**src/rtl/adc_fmt_pkg.sv**
```systemverilog
// Shared types for the result formatter.
package adc_fmt_pkg;
    // Range setting: polarity (bipolar when set) and span (full when set).
    typedef struct packed {
        logic bip;
        logic span;
    } range_t;
endpackage

```
**src/rtl/range_capture.sv**
```systemverilog
// Holds the range bits for a conversion in flight and for the stored result.
// Assumes conv_start and conv_done are single-cycle pulses. When both are
// high on one edge, the result takes the range sampled by the earlier start.
module range_capture
    import adc_fmt_pkg::*;
(
    input  logic   clk,
    input  logic   rst_n,
    input  logic   start_i,
    input  range_t range_i,
    input  logic   done_i,
    output range_t pend_o,
    output range_t res_o
);
    range_t pend_q;
    range_t res_q;

    // Sample the range at conversion start; hand it to the result at done.
    always_ff @(posedge clk) begin
        if (!rst_n) begin
            pend_q <= '0;
            res_q  <= '0;
        end else begin
            if (start_i) pend_q <= range_i;
            if (done_i)  res_q  <= pend_q;
        end
    end

    assign pend_o = pend_q;
    assign res_o  = res_q;
endmodule

```
**src/rtl/code_map.sv**
```systemverilog
// Maps an offset-binary raw code to the output coding. Unipolar leaves the
// code as it is; bipolar inverts the top bit, giving two's complement.
module code_map #(
    parameter int CODE_W = 12
) (
    input  logic              bip_i,
    input  logic [CODE_W-1:0] raw_i,
    output logic [CODE_W-1:0] word_o
);
    // Inverting the MSB converts offset binary to two's complement.
    always_comb begin
        word_o            = raw_i;
        word_o[CODE_W-1]  = raw_i[CODE_W-1] ^ bip_i;
    end
endmodule

```
**src/rtl/scale_select.sv**
```systemverilog
// Returns the full-scale multiplier and the step weight for a range.
// The multiplier is in fixed point with MULT_FRAC fraction bits. The step
// weight is in units of reference / 2^(CODE_W + MULT_FRAC); the bipolar
// span is twice as wide, so its step is twice as large.
module scale_select
    import adc_fmt_pkg::*;
#(
    parameter int MULT_W    = 16,
    parameter int MULT_HALF = 5000,
    parameter int MULT_FULL = 10000
) (
    input  range_t             range_i,
    output logic [MULT_W-1:0]  mult_o,
    output logic [MULT_W-1:0]  lsb_o
);
    localparam logic [MULT_W-1:0] HALF_V = MULT_W'(MULT_HALF);
    localparam logic [MULT_W-1:0] FULL_V = MULT_W'(MULT_FULL);

    // Choose the multiplier by span, then double the step for bipolar.
    always_comb begin
        mult_o = range_i.span ? FULL_V : HALF_V;
        lsb_o  = range_i.bip ? {mult_o[MULT_W-2:0], 1'b0} : mult_o;
    end
endmodule

```
**src/rtl/read_gate.sv**
```systemverilog
// Enables the output bus only during a qualified read (select and read both
// low). The data lines are forced to zero when the bus is not driven.
module read_gate #(
    parameter int CODE_W = 12
) (
    input  logic              cs_n_i,
    input  logic              rd_n_i,
    input  logic [CODE_W-1:0] word_i,
    output logic              oe_o,
    output logic [CODE_W-1:0] data_o
);
    // Both strobes low qualify a read.
    always_comb begin
        oe_o   = ~cs_n_i & ~rd_n_i;
        data_o = oe_o ? word_i : '0;
    end
endmodule

```
**src/rtl/sar_result_formatter.sv**
```systemverilog
// Top level: stores each finished conversion in the coding chosen by the
// range sampled at its start, reports the scale factors of the stored result
// and presents the word to the host bus during qualified reads.
module sar_result_formatter
    import adc_fmt_pkg::*;
#(
    parameter int CODE_W    = 12,
    parameter int MULT_W    = 16,
    parameter int MULT_HALF = 5000,
    parameter int MULT_FULL = 10000
) (
    input  logic              clk,
    input  logic              rst_n,
    input  logic              conv_start,
    input  logic [1:0]        range_sel,
    input  logic              conv_done,
    input  logic [CODE_W-1:0] raw_code,
    input  logic              cs_n,
    input  logic              rd_n,
    output logic [CODE_W-1:0] bus_data,
    output logic              bus_oe,
    output logic [MULT_W-1:0] fs_mult,
    output logic [MULT_W-1:0] lsb_weight
);
    range_t              pend_range;
    range_t              res_range;
    logic [CODE_W-1:0]   fmt_word;
    logic [CODE_W-1:0]   result_q;

    range_capture u_cap (
        .clk     (clk),
        .rst_n   (rst_n),
        .start_i (conv_start),
        .range_i (range_t'(range_sel)),
        .done_i  (conv_done),
        .pend_o  (pend_range),
        .res_o   (res_range)
    );

    code_map #(.CODE_W(CODE_W)) u_map (
        .bip_i  (pend_range.bip),
        .raw_i  (raw_code),
        .word_o (fmt_word)
    );

    // Store the formatted word when the conversion completes.
    always_ff @(posedge clk) begin
        if (!rst_n)         result_q <= '0;
        else if (conv_done) result_q <= fmt_word;
    end

    scale_select #(
        .MULT_W    (MULT_W),
        .MULT_HALF (MULT_HALF),
        .MULT_FULL (MULT_FULL)
    ) u_scale (
        .range_i (res_range),
        .mult_o  (fs_mult),
        .lsb_o   (lsb_weight)
    );

    read_gate #(.CODE_W(CODE_W)) u_gate (
        .cs_n_i (cs_n),
        .rd_n_i (rd_n),
        .word_i (result_q),
        .oe_o   (bus_oe),
        .data_o (bus_data)
    );
endmodule

```
**config.mk**
```make
export PLATFORM = sky130hd
export DESIGN_NAME = sar_result_formatter
export DESIGN_NICKNAME = d
export VERILOG_FILES = /design/src/rtl/adc_fmt_pkg.sv /design/src/rtl/range_capture.sv /design/src/rtl/code_map.sv /design/src/rtl/scale_select.sv /design/src/rtl/read_gate.sv /design/src/rtl/sar_result_formatter.sv
export SDC_FILE = /design/constraint.sdc
export NUM_CORES = 1
export LEC_CHECK = 0
export ABC_AREA = 1
export BUFFER_PORTS_ARGS = -buffer_cell sky130_fd_sc_hd__buf_2
export CORE_UTILIZATION = 47
export CTS_CLUSTER_SIZE = 8
export DETAILED_ROUTE_END_ITERATION = 12
export PLACE_DENSITY = 0.89
export SLEW_MARGIN = 20
export SYNTH_ARGS = -nofsm -noshare
export SYNTH_HDL_FRONTEND = slang
export SYNTH_HIERARCHICAL = 1
export SYNTH_SLANG_ARGS = --single-unit
```
**constraint.sdc**
```tcl
create_clock -name clk -period 3.12 [get_ports clk]
set_clock_uncertainty 0.15 [all_clocks]
set_input_delay 0 -clock clk [delete_from_list [all_inputs] [get_ports clk]]
set_output_delay 0 -clock clk [all_outputs]
set_load 0.1 [all_outputs]
```
==> flow_summary.toml <==
[run_status]
status = "finished clean"

[yosys]
synth_top_area_share_pct = 27.3
synth_cells = 180
synth.avg_cell_area_sq_um = 6.52
mappedNetlistArea_sq_um = 1170
synth_top_cell_by_area = "dfxtp_1"
synth.area.top_cells = "dfxtp_1, buf_4, nand2_1, inv_1, nor2_1"
ys_seq_elements = 16
yosysWarnings = 6
yosysUniqueCellTypes = 13
ys_seq_area_share_pct = 27.3

[worst_hold_path]
hold_class = "in2reg"
hold_end = "result_q[9]$_SDFFE_PN0P_"
hold_start = "conv_done"
whs_path_depth = 3

[clocking]
cts_buffer_depth = 2
worstSkewPairLatency_ns = 0.28
cts_buffers = 3
ctsHoldBuffers = 28
cts-root-buf = "clkbuf_4"
cts_tree = "done"
h-tree-depth = 1
post_cts_buffers = 0
clkSinkCount = 16
clk_pin_slew_worst_paths_ns = 0.09
post_cts_resized = 0

[sta]
fmax_mhz = 584
finalSetupViolCount = 0
rsz0062_at_grt = "no"
post-route-period-util_pct = 54.9
finalSetupTns_ns = 0
finalMaxSlewViolations = 0
holdWs_ns = 0.0540
min_period_ns = 1.71
hold_violations = 0

[floorplanning]
die_w_microns = 52.0
ios = 65
die-area_sq_um = 2700
start_util_pct = 51.6
core_sq_um = 2280
fp.dieH_microns = 52.0
rows = 17

[final_layout]
layout-drive-gt1-share_pct = 28.8
synthToLayoutAreaGrowth_pct = 27.9
nFillCells = 191
ff_latch_area_sq_um = 320
final_cell_mix = "buf_2, nand2_1, inv_1, nor2_1, dlygate4sd3_1"
multi_input_area_sq_um = 450
diodes = 0
nNetsFinal = 258
design_area_sq_um = 1500
mostFrequentLayoutCell = "buf_2"

[worst_setup_path]
rr_startpoint = "u_cap/pend_o[1]$_SDFFE_PN0P_"
cp_num_buf_inv = 2
timing.rr.end = "result_q[11]$_SDFFE_PN0P_"
cp_slowest_stage_delay_ns = 0.44
cp-end-kind = "output port"
cp_slowest_cell = "dfxtp_1"
critPathKind = "reg2out"
r2r.worst_path.cells = 8
crit_family = "buffers and inverters"
arrival_ns = 1.56
path_max_fanout = 7
crit_chain = "inv_1 > ha_1 > buf_2"
cp.required_ns = 2.97
r2r_setup_slack_ns = 1.57
start_kind = "register"

[placement]
hpwl_microns = 1340
gp_congestion = 0.749
port_buffers = 48
placement.cell_area_sq_um = 1180

[pwr]
p_per_area_nw_per_um2 = 479
p_seq_share_pct = 31.6
ir_worst_vdd_v = 0.000327
pwr-share-clk_pct = 19.0
intPower_w = 0.000357
comb_power_share_pct = 49.3
switching_power_w = 0.000362
p_sw_share_pct = 50.4
leakage_nw = 0.885

[routing]
ant_nets = 0
drt-initial-drc-count = 25
drt-total-wl_microns = 2330
detail_route.vias_per_cell = 3.99
drcViolationCount = 0
dr.pass1.iters = 4
num_vias = 1042
wl_per_cell_microns = 8.93

[grt]
grtUsageTotal_pct = 18.2
grt_pass1_wl_microns = 3620
grt_max_degree = 29
gr-total-overflow = 0
grt_pass1_vias = 924
antenna_found_initial = 0

[flow_run]
maxCapViolations = 0
[stage by stage]
| step | utilization [%] | worst slack, ns | cells | power (W) |
|---|---|---|---|---|
| after global routing | 66.0 | 1.32 | 261 | 0.000750 |
| after floorplan | - | 0.563 | 194 | 0.000556 |
| after detailed placement | 52.1 | 1.72 | 229 | 0.000553 |
| after CTS | 66.0 | 1.39 | 261 | 0.000720 |
| final | 66.0 | 1.41 | 261 | 0.000718 |
| after global placement | 52.1 | 1.76 | 229 | 0.000550 |
[power by group through the flow]
stage | Sequential [W] | Combinational [W] | Clock [W]
finish | 0.000227 | 0.000355 | 0.000137
global route | 0.000229 | 0.000371 | 0.000149
CTS | 0.000227 | 0.000351 | 0.000142
detailed placement | 0.000232 | 0.000321 | 0
global placement | 0.000231 | 0.000319 | 0
floorplan | 0.000230 | 0.000326 | 0
[state kept, by name, indices dropped and copies added (netlist names)]
register      flops
u_cap/pend_o      2
u_cap/res_o       2
result_q         12
[cell families after synthesis]
kind of cell | count (synthesis) | share of synthesized area (%)
DFF | 16 | 27.3
other | 2 | 0.640
and+or+nand+nor | 80 | 29.0
adders and majority gates | 4 | 4.26
buffers and inverters | 78 | 38.8
[cells in the mapped netlist]
cell,count
buf_2,1
buf_4,37
buf_6,3
conb_1,2
dfxtp_1,16
ha_1,4
inv_1,34
inv_2,3
nand2_1,35
nand2_4,1
nor2_1,33
nor2_2,10
nor2_4,1
[tightest hold or removal path: cells and delay by family]
family	cells	cell delay (ns)
buffers and inverters	1	0.25
AND/OR/NAND/NOR	2	0.19
[routing by layer]
layer	global-route usage (%)	part of all wire, %
met5	0	0
met4	13.1	3.0
met3	1.17	3.5
met2	35.3	54
met1	17.7	39
[area by class of cell]
cell class	instances	share of cell area, %
Multi-Input combinational cell	100	30.0
Timing Repair Buffer	76	34.7
Sequential cell	16	21.3
Tap cell	28	2.33
Clock buffer	4	2.42
Inverter	37	9.25
[worst max path at each step]
stage	end	startpoint	depth (start not counted)
after floorplan	lsb_weight[12]	u_cap/res_o[0]$_SDFFE_PN0P_	3
after global placement	lsb_weight[13]	u_cap/res_o[0]$_SDFFE_PN0P_	3
after detailed placement	lsb_weight[13]	u_cap/res_o[0]$_SDFFE_PN0P_	3
after CTS	lsb_weight[4]	u_cap/res_o[0]$_SDFFE_PN0P_	3
after global routing	lsb_weight[4]	u_cap/res_o[0]$_SDFFE_PN0P_	3
final	lsb_weight[13]	u_cap/res_o[0]$_SDFFE_PN0P_	3
Power figures use the tool's default switching activity.
